[config.mk]
export PLATFORM = sky130hd
export DESIGN_NAME = dmem_bus_ctrl
export DESIGN_NICKNAME = d
export VERILOG_FILES = /design/src/rtl/dmem_pkg.sv /design/src/rtl/dmem_pwr_seq.sv /design/src/rtl/dmem_bus_fsm.sv /design/src/rtl/dmem_bus_ctrl.sv
export SDC_FILE = /design/constraint.sdc
export NUM_CORES = 1
export LEC_CHECK = 0
export BUFFER_PORTS_ARGS = -buffer_cell sky130_fd_sc_hd__buf_2
export CAP_MARGIN = 20
export CORE_MARGIN = 2
export CORE_UTILIZATION = 37
export DETAILED_ROUTE_END_ITERATION = 16
export GPL_ROUTABILITY_DRIVEN = 0
export PLACE_DENSITY = 0.6
export SKIP_CTS_REPAIR_TIMING = 1
export SYNTH_ARGS = -nofsm -noshare
export SYNTH_HDL_FRONTEND = slang
export SYNTH_SLANG_ARGS = --single-unit
[constraint.sdc]
create_clock -name clk -period 3.3 [get_ports clk]
set_input_delay 0.66 -clock clk [delete_from_list [all_inputs] [get_ports clk]]
set_output_delay 0.66 -clock clk [all_outputs]
set_load 0.02 [all_outputs]
[src/rtl/dmem_pkg.sv]
package dmem_pkg;

    typedef enum logic [1:0] {
        PS_OFF  = 2'd0,
        PS_HOLD = 2'd1,
        PS_WAKE = 2'd2,
        PS_DOWN = 2'd3
    } pwr_st_e;

    typedef enum logic [1:0] {
        BS_IDLE   = 2'd0,
        BS_SETUP  = 2'd1,
        BS_ACCESS = 2'd2
    } bus_st_e;

endpackage

[src/rtl/dmem_pwr_seq.sv]
module dmem_pwr_seq
    import dmem_pkg::*;
#(
    parameter int RST_LOW_CYC = 10,
    parameter int PD_LOW_CYC  = 10,
    parameter int RD_REC_CYC  = 6,
    parameter int WR_REC_CYC  = 3
) (
    input  logic clk,
    input  logic rst_n,
    input  logic supply_ok,
    input  logic pd_req,
    input  logic bus_idle,
    output logic fl_rst_n,
    output logic rd_ok,
    output logic wr_ok
);

    localparam int REC_MAX = (RD_REC_CYC > WR_REC_CYC) ? RD_REC_CYC : WR_REC_CYC;
    localparam int LOW_MAX = (RST_LOW_CYC > PD_LOW_CYC) ? RST_LOW_CYC : PD_LOW_CYC;
    localparam int SEQ_MAX = (REC_MAX > LOW_MAX) ? REC_MAX : LOW_MAX;
    localparam int CNT_W   = $clog2(SEQ_MAX + 1) + 1;

    typedef struct packed {
        pwr_st_e          st;
        logic [CNT_W-1:0] cnt;
        logic             rel;
        logic             rd_ok;
        logic             wr_ok;
    } seq_t;

    seq_t seq_q, seq_d;

    always_comb begin
        seq_d = seq_q;
        case (seq_q.st)
            PS_OFF: begin
                if (supply_ok) begin
                    seq_d.st  = PS_HOLD;
                    seq_d.cnt = '0;
                end
            end
            PS_HOLD: begin
                if (seq_q.cnt == CNT_W'(RST_LOW_CYC - 1)) begin
                    seq_d.st  = PS_WAKE;
                    seq_d.cnt = '0;
                end else begin
                    seq_d.cnt = seq_q.cnt + 1'b1;
                end
            end
            PS_WAKE: begin
                if (pd_req && bus_idle) begin
                    seq_d.st  = PS_DOWN;
                    seq_d.cnt = '0;
                end else if (seq_q.cnt != CNT_W'(REC_MAX)) begin
                    seq_d.cnt = seq_q.cnt + 1'b1;
                end
            end
            PS_DOWN: begin
                if (seq_q.cnt == CNT_W'(PD_LOW_CYC - 1)) begin
                    if (!pd_req) begin
                        seq_d.st  = PS_WAKE;
                        seq_d.cnt = '0;
                    end
                end else begin
                    seq_d.cnt = seq_q.cnt + 1'b1;
                end
            end
            default: begin
                seq_d.st  = PS_OFF;
                seq_d.cnt = '0;
            end
        endcase
        // losing the supply overrides every state
        if (!supply_ok) begin
            seq_d.st  = PS_OFF;
            seq_d.cnt = '0;
        end
        seq_d.rel   = (seq_d.st == PS_WAKE);
        seq_d.rd_ok = seq_d.rel && (seq_d.cnt >= CNT_W'(RD_REC_CYC));
        seq_d.wr_ok = seq_d.rel && (seq_d.cnt >= CNT_W'(WR_REC_CYC));
    end

    always_ff @(posedge clk) begin
        if (!rst_n) begin
            seq_q <= '0;
        end else begin
            seq_q <= seq_d;
        end
    end

    assign fl_rst_n = seq_q.rel;
    assign rd_ok    = seq_q.rd_ok;
    assign wr_ok    = seq_q.wr_ok;

endmodule

[src/rtl/dmem_bus_fsm.sv]
module dmem_bus_fsm
    import dmem_pkg::*;
#(
    parameter int FL_AW   = 19,
    parameter int SR_AW   = 18,
    parameter int DW      = 16,
    parameter int SR_DW   = 8,
    parameter int ACC_CYC = 12
) (
    input  logic               clk,
    input  logic               rst_n,
    input  logic               req_valid,
    output logic               req_ready,
    input  logic               req_write,
    input  logic [FL_AW:0]     req_addr,
    input  logic [DW-1:0]      req_wdata,
    input  logic               rd_ok,
    input  logic               wr_ok,
    input  logic               pd_req,
    output logic               bus_idle,
    output logic               rsp_valid,
    output logic [DW-1:0]      rsp_rdata,
    output logic [FL_AW-1:0]   mem_addr,
    output logic [DW-1:0]      bus_dout,
    output logic               bus_drive,
    input  logic [DW-1:0]      bus_din,
    output logic               fl_ce_n,
    output logic               fl_oe_n,
    output logic               fl_we_n,
    output logic               sr_ce_n,
    output logic               sr_oe_n,
    output logic               sr_we_n
);

    localparam int ACW = $clog2(ACC_CYC + 1);

    typedef struct packed {
        bus_st_e          st;
        logic [ACW-1:0]   cnt;
        logic             is_sr;
        logic             is_wr;
        logic [FL_AW-1:0] addr;
        logic [DW-1:0]    wdata;
        logic [DW-1:0]    rdata;
        logic             rsp;
        logic             drive;
        logic             fce;
        logic             foe;
        logic             fwe;
        logic             sce;
        logic             soe;
        logic             swe;
    } bus_t;

    bus_t bus_q, bus_d;
    logic req_sr;
    logic fl_ok;
    logic act;

    always_comb begin
        req_sr    = req_addr[FL_AW];
        fl_ok     = !pd_req && (req_write ? wr_ok : rd_ok);
        req_ready = (bus_q.st == BS_IDLE) && (req_sr || fl_ok);

        bus_d     = bus_q;
        bus_d.rsp = 1'b0;
        case (bus_q.st)
            BS_IDLE: begin
                if (req_valid && req_ready) begin
                    bus_d.st    = BS_SETUP;
                    bus_d.is_sr = req_sr;
                    bus_d.is_wr = req_write;
                    bus_d.addr  = req_sr ? {{(FL_AW-SR_AW){1'b0}}, req_addr[SR_AW-1:0]}
                                         : req_addr[FL_AW-1:0];
                    bus_d.wdata = req_sr ? {{(DW-SR_DW){1'b0}}, req_wdata[SR_DW-1:0]}
                                         : req_wdata;
                end
            end
            BS_SETUP: begin
                bus_d.st  = BS_ACCESS;
                bus_d.cnt = '0;
            end
            BS_ACCESS: begin
                if (bus_q.cnt == ACW'(ACC_CYC - 1)) begin
                    bus_d.st = BS_IDLE;
                    if (!bus_q.is_wr) begin
                        bus_d.rsp   = 1'b1;
                        bus_d.rdata = bus_q.is_sr ? {{(DW-SR_DW){1'b0}}, bus_din[SR_DW-1:0]}
                                                  : bus_din;
                    end
                end else begin
                    bus_d.cnt = bus_q.cnt + 1'b1;
                end
            end
            default: bus_d.st = BS_IDLE;
        endcase

        // strobes are registered copies of the next state decode
        act         = (bus_d.st == BS_ACCESS);
        bus_d.fce   = act && !bus_d.is_sr;
        bus_d.sce   = act && bus_d.is_sr;
        bus_d.foe   = bus_d.fce && !bus_d.is_wr;
        bus_d.fwe   = bus_d.fce && bus_d.is_wr;
        bus_d.soe   = bus_d.sce && !bus_d.is_wr;
        bus_d.swe   = bus_d.sce && bus_d.is_wr;
        bus_d.drive = bus_d.is_wr && (bus_d.st != BS_IDLE);
    end

    always_ff @(posedge clk) begin
        if (!rst_n) begin
            bus_q <= '0;
        end else begin
            bus_q <= bus_d;
        end
    end

    assign bus_idle  = (bus_q.st == BS_IDLE);
    assign rsp_valid = bus_q.rsp;
    assign rsp_rdata = bus_q.rdata;
    assign mem_addr  = bus_q.addr;
    assign bus_dout  = bus_q.wdata;
    assign bus_drive = bus_q.drive;
    assign fl_ce_n   = !bus_q.fce;
    assign fl_oe_n   = !bus_q.foe;
    assign fl_we_n   = !bus_q.fwe;
    assign sr_ce_n   = !bus_q.sce;
    assign sr_oe_n   = !bus_q.soe;
    assign sr_we_n   = !bus_q.swe;

endmodule

[src/rtl/dmem_bus_ctrl.sv]
module dmem_bus_ctrl #(
    parameter int FL_AW       = 19,
    parameter int SR_AW       = 18,
    parameter int DW          = 16,
    parameter int SR_DW       = 8,
    parameter int ACC_CYC     = 12,
    parameter int RST_LOW_CYC = 10,
    parameter int PD_LOW_CYC  = 10,
    parameter int RD_REC_CYC  = 6,
    parameter int WR_REC_CYC  = 3
) (
    input  logic             clk,
    input  logic             rst_n,
    input  logic             supply_ok,
    input  logic             pd_req,
    input  logic             req_valid,
    output logic             req_ready,
    input  logic             req_write,
    input  logic [FL_AW:0]   req_addr,
    input  logic [DW-1:0]    req_wdata,
    output logic             rsp_valid,
    output logic [DW-1:0]    rsp_rdata,
    output logic [FL_AW-1:0] mem_addr,
    output logic [DW-1:0]    bus_dout,
    output logic             bus_drive,
    input  logic [DW-1:0]    bus_din,
    output logic             fl_ce_n,
    output logic             fl_oe_n,
    output logic             fl_we_n,
    output logic             fl_rst_n,
    output logic             sr_ce_n,
    output logic             sr_oe_n,
    output logic             sr_we_n
);

    localparam int HOST_AW = FL_AW + 1;
    localparam int MIN_LOW = (RST_LOW_CYC < PD_LOW_CYC) ? RST_LOW_CYC : PD_LOW_CYC;

    logic rd_ok;
    logic wr_ok;
    logic bus_idle;

    dmem_pwr_seq #(
        .RST_LOW_CYC(RST_LOW_CYC),
        .PD_LOW_CYC (PD_LOW_CYC),
        .RD_REC_CYC (RD_REC_CYC),
        .WR_REC_CYC (WR_REC_CYC)
    ) u_pwr_seq (
        .clk      (clk),
        .rst_n    (rst_n),
        .supply_ok(supply_ok),
        .pd_req   (pd_req),
        .bus_idle (bus_idle),
        .fl_rst_n (fl_rst_n),
        .rd_ok    (rd_ok),
        .wr_ok    (wr_ok)
    );

    dmem_bus_fsm #(
        .FL_AW  (FL_AW),
        .SR_AW  (SR_AW),
        .DW     (DW),
        .SR_DW  (SR_DW),
        .ACC_CYC(ACC_CYC)
    ) u_bus_fsm (
        .clk      (clk),
        .rst_n    (rst_n),
        .req_valid(req_valid),
        .req_ready(req_ready),
        .req_write(req_write),
        .req_addr (req_addr),
        .req_wdata(req_wdata),
        .rd_ok    (rd_ok),
        .wr_ok    (wr_ok),
        .pd_req   (pd_req),
        .bus_idle (bus_idle),
        .rsp_valid(rsp_valid),
        .rsp_rdata(rsp_rdata),
        .mem_addr (mem_addr),
        .bus_dout (bus_dout),
        .bus_drive(bus_drive),
        .bus_din  (bus_din),
        .fl_ce_n  (fl_ce_n),
        .fl_oe_n  (fl_oe_n),
        .fl_we_n  (fl_we_n),
        .sr_ce_n  (sr_ce_n),
        .sr_oe_n  (sr_oe_n),
        .sr_we_n  (sr_we_n)
    );

endmodule

==> metrics.csv, run 1 <==
stage,metric,value,unit
global_routing,largest net degree at the start of global routing,41,
drt,average wire length per cell after detail routing,12.2,um
finish,area growth from synthesis to layout,13.8,%
outcome,result of the run,"finished, final reports clean",
finish,number of standard cells in the final layout excluding fillers,605,
timing,actual transition at the worst max-transition pin,630,ps
pwr,power per cell area,459,nW/um^2
critical_path,crit path launch type,input port,
logic_synthesis,Ys Warns,0,
timing,Fin Hold WS,460,ps
pwr,Peak VDD IR,0.181,mV
pwr,post-layout total power,1.87,mW
pwr,Leakage,1.71,nW
logic_synthesis,synthesized area,3570,um^2
logic_synthesis,share of async-settable or async-resettable flops after synthesis,0,
finish,register cell area after layout,1540,um^2
clock_tree,root buf cell,sky130_fd_sc_hd__clkbuf_8,
drt,routed vias,2808,
pwr,sequential share of power,0.521,
clock_tree,number of buffers created by CTS,9,
worst_hold_path,worst min-delay path category,reg2reg,
critical_path,ordered cell list for the critical path,buf_2 > mux2_1 > a21oi_2 > nor3_1 > buf_2,
critical_path,required arrival time at the worst endpoint,2640,ps
die,total die area,10500,um^2
logic_synthesis,number of synthesized flops with an enable pin,0,
logic_synthesis,syn_area_per_cell,8.66,um^2
finish,post-layout instance area,4060,um^2
die,Boundary Pins,119,
drt,aggregate routed wire length,7380,um
logic_synthesis,dominant cell type by area after synthesis,sky130_fd_sc_hd__dfxtp_1,
logic_synthesis,Synth Register Bits,77,
logic_synthesis,Area contributors post-synth,"sky130_fd_sc_hd__dfxtp_1, sky130_fd_sc_hd__a21boi_0, sky130_fd_sc_hd__buf_4, sky130_fd_sc_hd__nand2_1, sky130_fd_sc_hd__nand3b_1",
clock_tree,"CTS clk-pin slew, worst paths",70,ps
global_routing,GRT Resource Usage Total,0.139,
logic_synthesis,library cells used by synthesis,43,
clock_tree,Sinks on Clock Net,77,
finish,fraction of final layout cells with drive strength greater than 1,0.298,
finish,antenna diode instance count,0,
critical_path,library cell contributing the largest single delay on the critical path,sky130_fd_sc_hd__mux2_1,
clock_tree,H-tree Lvls,3,
clock_tree,CTS tree,yes,
logic_synthesis,fraction of the yosys area taken by sequential cells,0.432,
timing,PnR worst setup slack,1040,ps
logic_synthesis,Cells after Synth,412,
logic_synthesis,Yosys top cell area share,0.432,
clock_tree,worst-skew pair later-pin latency,340,ps
critical_path,peak fanout along the critical path,3,
global_routing,leftover overflow at the end of global routing,0,
die,core region area,9280,um^2
global_routing,wire length of the first global-routing pass,11400,um
pwr,Switching Power,0.445,mW
die,initial cell density of the core,0.385,
drt,antenna-violating nets left,0,
timing,Max Transition Viols Final,0,
placement,post-placement setup slack,835,ps
finish,fill cell total of the finished layout,978,
pwr,switch share,0.239,
critical_path,capturing element type of the critical path,output port,
global_routing,number of antenna violations at the first check in global routing,0,
die,number of placement rows,35,
critical_path,CP most frequent cell,sky130_fd_sc_hd__buf_2,
drt,violation count after the first detailed-route iteration,76,
timing,part of the cycle the worst path needs,0.685,
timing,highest clock rate,0.442,GHz
placement,Area after DPL,3860,um^2
die,die span in y,102,um
drt,length of the first detailed-routing pass in iterations,4,
global_routing,number of global-route vias before repair,2458,
clock_tree,Clock Tree Buf Depth,2,
run,number of max-cap violations,0,
critical_path,category of cells accounting for the largest share of critical-path delay,multiplexers,
critical_path,maximum cell stage delay along the critical path,330,ps
pwr,Combinational Power Share,0.093,
critical_path,kind of critical path,in2out,
drt,ratio of routed vias to standard cells,4.64,
timing,number of setup violations in the final report,0,
timing,shortest period the worst path allows,2260,ps
timing,Total Neg Setup Slack,0,ps
finish,Layout Nets,533,
drt,post-detailed-route DRC marker count,0,
timing,Final Skew,8.23,ps
timing,final hold viol count,0,
placement,half-perimeter wire length of the detailed placement result,5360,um
pwr,internal cell power,1.42,mW
finish,fraction of the core area covered by cells at the end of the flow,0.438,
critical_path,arrival time worst endpoint,1600,ps
placement,placed cell count,589,
timing,Slew headroom,0.578,
logic_synthesis,"Net Count, Synth",474,
finish,combined area of the multi-input logic cells,1490,um^2
critical_path,worst path buffer plus inverter count,2,
timing,unrepaired setup endpoints after global routing,false,
die,x dimension of the die,102,um
logic_synthesis,top flip-flop cell by instance count after synthesis,sky130_fd_sc_hd__dfxtp_1,
pwr,clock network fraction of design power,0.386,
placement,port buffer count,118,
layer usage:
layer | up-vias | share of wire | global-route usage
li1 | 1427 | - | -
met1 | 1269 | 0.48 | 0.188
met2 | 99 | 0.42 | 0.211
met3 | 13 | 0.074 | 0.0321
met4 | 0 | 0.019 | 0.0687
met5 | - | 0 | 0
registers in the layout (all words and copies together), names as in the netlist:
name                 cells
u_bus_fsm.mem_addr      19
u_bus_fsm.bus_dout      16
u_bus_fsm.rsp_rdata     16
u_bus_fsm.bus_q         14
u_pwr_seq.seq_q          7
u_bus_fsm.bus_drive      1
u_bus_fsm.rsp_valid      1
u_pwr_seq.fl_rst_n       1
u_pwr_seq.rd_ok          1
u_pwr_seq.wr_ok          1
cell usage in the layout (no fill, tap or decap), types with 4 or more instances in the layout:
cell                         n
sky130_fd_sc_hd__buf_2     118
sky130_fd_sc_hd__dfxtp_1    77
sky130_fd_sc_hd__nor3_1      6
sky130_fd_sc_hd__nand3b_1   19
sky130_fd_sc_hd__and2_1      9
sky130_fd_sc_hd__o21ai_0     6
sky130_fd_sc_hd__ha_1        4
sky130_fd_sc_hd__nand3_1     4
sky130_fd_sc_hd__buf_4       4
sky130_fd_sc_hd__a21boi_0   53
sky130_fd_sc_hd__inv_1      13
sky130_fd_sc_hd__clkbuf_8   11
sky130_fd_sc_hd__a21oi_1     5
sky130_fd_sc_hd__nand2_1    93
sky130_fd_sc_hd__nor2b_1     6
sky130_fd_sc_hd__nor2_1      8
cell type report:
cell class	count	area share
multi-input combinational	248	0.366
clock buffer	13	0.0391
timing repair buffer	122	0.153
clock inverter	3	0.0108
tap	129	0.0397
inverter	13	0.0120
sequential	77	0.379
synthesized netlist by cell type, drive strengths merged, types with 2 or more instances:
| cell | instances |
|---|---|
| nand2 | 93 |
| dfxtp | 77 |
| buf | 60 |
| a21boi | 53 |
| nand3b | 19 |
| clkbuf | 14 |
| inv | 13 |
| and2 | 9 |
| nor2 | 8 |
| nor3 | 7 |
| a21oi | 6 |
| nor2b | 6 |
| o21ai | 6 |
| ha | 4 |
| nand3 | 4 |
| a211oi | 2 |
| a22oi | 2 |
| mux2 | 2 |
| mux2i | 2 |
| nand2b | 2 |
| nand4bb | 2 |
| o211ai | 2 |
| o21a | 2 |
| or3 | 2 |
| xor2 | 2 |
kinds of logic after synthesis:
kind of cell | count (synthesis) | synth area share
compound gates | 78 | 0.158
flops | 77 | 0.432
fa+ha+maj | 4 | 0.0140
buf+inv | 87 | 0.154
simple gates | 159 | 0.222
xor+xnor | 3 | 0.00736
mux | 4 | 0.0130
worst reg2reg max path: stages, from the launching register on:
cell,delay (ps)
sky130_fd_sc_hd__dfxtp_1,440
sky130_fd_sc_hd__or4b_4,830
sky130_fd_sc_hd__mux2_4,390
sky130_fd_sc_hd__and2_1,150
power groups by stage:
stage          Sequential, mW  Clock (mW)  Combinational [mW]
2_1_floorplan           0.984           0               0.137
3_3_place_gp            0.992           0               0.175
3_5_place_dp            0.993           0               0.177
4_1_cts                 0.971       0.746               0.177
5_1_grt                 0.975       0.790               0.194
6_report                0.971       0.720               0.174
path summary, 6_finish.rpt:
check,from,endpoint,slack [ps],cells after the start
hold / removal,u_bus_fsm.mem_addr[18],u_bus_fsm.mem_addr[18],460,2
setup / recovery,req_write,req_ready,1040,5
setup reg to reg,u_bus_fsm.bus_q[66],u_bus_fsm.bus_q[59],1390,3
hold reg to reg,u_bus_fsm.mem_addr[18],u_bus_fsm.mem_addr[18],460,2
No activity file was read; power rests on OpenSTA's default activity.
==> run 2, diff against run 1 <==
==> constraint.sdc (replaced) <==
create_clock -name clk -period 2.1 [get_ports clk]
set_input_delay 0.42 -clock clk [delete_from_list [all_inputs] [get_ports clk]]
set_output_delay 0.42 -clock clk [all_outputs]
set_load 0.02 [all_outputs]
==> run 2 against run 1 <==
Combinational power up 61%. Cell area up 1.2%. Utilization up 0.54 points. Via count down 0.50%. Flip-flop and latch count unchanged. Sequential share of layout area down 0.46 points. Register-to-register slack worse by 1100 ps. Sequential power up 58%. Critical path depth down 1. Critical endpoint unchanged. Largest cell class unchanged.
==> metrics.csv, run 2 (synthesis results as in run 1) <==
stage,metric,value,unit
global_routing,gr busiest metal,met2,
timing,actual transition at the worst max-transition pin,577,ps
critical_path,kind of critical path,reg2out,
global_routing,number of global-route vias before repair,2622,
pwr,Combinational Power Share,0.092,
placement,half-perimeter wire length of the detailed placement result,5530,um
timing,shortest period the worst path allows,1860,ps
global_routing,largest net degree at the start of global routing,39,
critical_path,library cell contributing the largest single delay on the critical path,sky130_fd_sc_hd__mux2_1,
timing,Max Transition Viols Final,0,
drt,routed vias,2794,
critical_path,endpoint of the worst-slack reg-to-reg timing path,u_pwr_seq.wr_ok,
drt,aggregate routed wire length,7680,um
clock_tree,Sinks on Clock Net,77,
drt,ratio of routed vias to standard cells,4.60,
timing,final hold viol count,0,
die,total die area,10500,um^2
global_routing,GRT Resource Usage Total,0.148,
critical_path,capturing element type of the critical path,output port,
pwr,clock network fraction of design power,0.407,
run,number of max-cap violations,0,
drt,average wire length per cell after detail routing,12.6,um
global_routing,met3 track demand over resource,0.0547,
critical_path,startpoint of the worst setup timing path,u_pwr_seq.wr_ok,
critical_path,required arrival time at the worst endpoint,1680,ps
timing,part of the cycle the worst path needs,0.885,
clock_tree,number of buffers created by CTS,9,
die,Boundary Pins,119,
outcome,result of the run,"finished, final reports clean",
pwr,Leakage,1.72,nW
finish,register cell area after layout,1540,um^2
finish,fraction of the core area covered by cells at the end of the flow,0.443,
global_routing,met2 layer usage reported by global route,0.232,
pwr,power per cell area,741,nW/um^2
drt,violation count after the first detailed-route iteration,89,
clock_tree,root buf cell,sky130_fd_sc_hd__clkbuf_8,
timing,number of setup violations in the final report,0,
finish,fill cell total of the finished layout,978,
critical_path,worst reg2reg startpoint,u_bus_fsm.bus_q[66],
placement,port buffer count,118,
clock_tree,"CTS clk-pin slew, worst paths",90,ps
global_routing,number of antenna violations at the first check in global routing,0,
finish,combined area of the multi-input logic cells,1490,um^2
die,initial cell density of the core,0.385,
pwr,post-layout total power,3.05,mW
global_routing,wire length of the first global-routing pass,12300,um
drt,antenna-violating nets left,0,
die,number of placement rows,35,
critical_path,crit path launch type,register,
pwr,sequential share of power,0.501,
critical_path,last element of the critical path,req_ready,
finish,fraction of final layout cells with drive strength greater than 1,0.303,
critical_path,peak fanout along the critical path,3,
critical_path,"setup slack, reg-to-reg",280,ps
pwr,internal cell power,2.33,mW
worst_hold_path,worst min-delay path category,in2reg,
critical_path,maximum cell stage delay along the critical path,310,ps
timing,Final Skew,17.7,ps
pwr,Switching Power,0.724,mW
timing,PnR worst setup slack,241,ps
critical_path,arrival time worst endpoint,1440,ps
die,die span in y,102,um
critical_path,ordered cell list for the critical path,mux2_1 > a21oi_2 > nor3_1 > buf_2,
global_routing,met1 demand-to-capacity share in global routing,0.194,
timing,Total Neg Setup Slack,0,ps
global_routing,leftover overflow at the end of global routing,0,
pwr,switch share,0.237,
finish,"leading cell type in the layout, fill and taps excluded",sky130_fd_sc_hd__buf_2,
critical_path,count of cells along the worst register-to-register path,5,
finish,"flip-flop count of the largest register, all copies and words added",19,
timing,unrepaired setup endpoints after global routing,false,
finish,Layout Nets,535,
die,core region area,9280,um^2
clock_tree,Clock Tree Buf Depth,2,
clock_tree,CTS tree,yes,
finish,highest-count cells in the layout ignoring fill and taps,"sky130_fd_sc_hd__buf_2, sky130_fd_sc_hd__nand2_1, sky130_fd_sc_hd__dfxtp_1",
finish,number of standard cells in the final layout excluding fillers,607,
drt,post-detailed-route DRC marker count,0,
placement,post-placement setup slack,106,ps
clock_tree,H-tree Lvls,3,
worst_hold_path,hold path cells,3,
finish,antenna diode instance count,0,
timing,highest clock rate,0.538,GHz
finish,area growth from synthesis to layout,15.2,%
clock_tree,worst-skew pair later-pin latency,340,ps
pwr,Peak VDD IR,0.380,mV
drt,length of the first detailed-routing pass in iterations,5,
placement,placed cell count,591,
die,x dimension of the die,102,um
timing,Slew headroom,0.615,
run 2: cell count changes in the layout (fill, tap and decap cells not counted):
cell / delta
sky130_fd_sc_hd__buf_12: +1
sky130_fd_sc_hd__clkbuf_1: -1
sky130_fd_sc_hd__buf_4: +1
sky130_fd_sc_hd__bufinv_16: +1
sky130_fd_sc_hd__clkbuf_8: -1
sky130_fd_sc_hd__clkinv_2: -1
sky130_fd_sc_hd__clkinvlp_4: +2
run 2: cell type report:
type / instances / share of cell area
clock inverters: 5 / 0.0204
flip-flops and latches: 77 / 0.375
repair buffers: 124 / 0.158
clock buffers: 11 / 0.0344
well taps: 129 / 0.0392
multi-input cells: 248 / 0.362
inverters: 13 / 0.0119
run 2: how the worst min path moves through the flow:
stage                            startpoint                      end
floorplan               u_bus_fsm.bus_q[60]       u_bus_fsm.bus_q[5]
CTS                            req_wdata[7]    u_bus_fsm.bus_dout[7]
global route                   req_addr[15]   u_bus_fsm.mem_addr[15]
finish                         req_wdata[7]    u_bus_fsm.bus_dout[7]
global placement    u_bus_fsm.rsp_rdata[12]  u_bus_fsm.rsp_rdata[12]
detailed placement  u_bus_fsm.rsp_rdata[11]  u_bus_fsm.rsp_rdata[11]
run 2: critical path: cells and delay by family (launching register included):
| family | cells | cell delay [ps] |
|---|---|---|
| buffers and inverters | 1 | 180 |
| AND/OR/NAND/NOR | 1 | 70 |
| flip-flops | 1 | 300 |
| multiplexers | 1 | 310 |
| AO/OA/AOI/OAI | 1 | 250 |
run 2: stage by stage:
stage               area [um^2]  hold WS, ps
floorplan                  3570          422
global placement           3890          447
detailed placement         3890          451
CTS                        4110          297
global route               4110          302
finish                     4110          316
run 2: power by group through the flow:
stage                     Combinational (mW)  Sequential [mW]  Clock [mW]
after floorplan                        0.215             1.55           0
after global placement                 0.281             1.56           0
after detailed placement               0.284             1.56           0
after CTS                              0.285             1.53        1.29
after global routing                   0.312             1.53        1.35
final                                  0.281             1.53        1.24
run 2: metal layers:
metal,up-vias,share of wire
met4,0,0.0077
met5,-,0
li1,1421,-
met2,88,0.44
met3,6,0.067
met1,1279,0.48
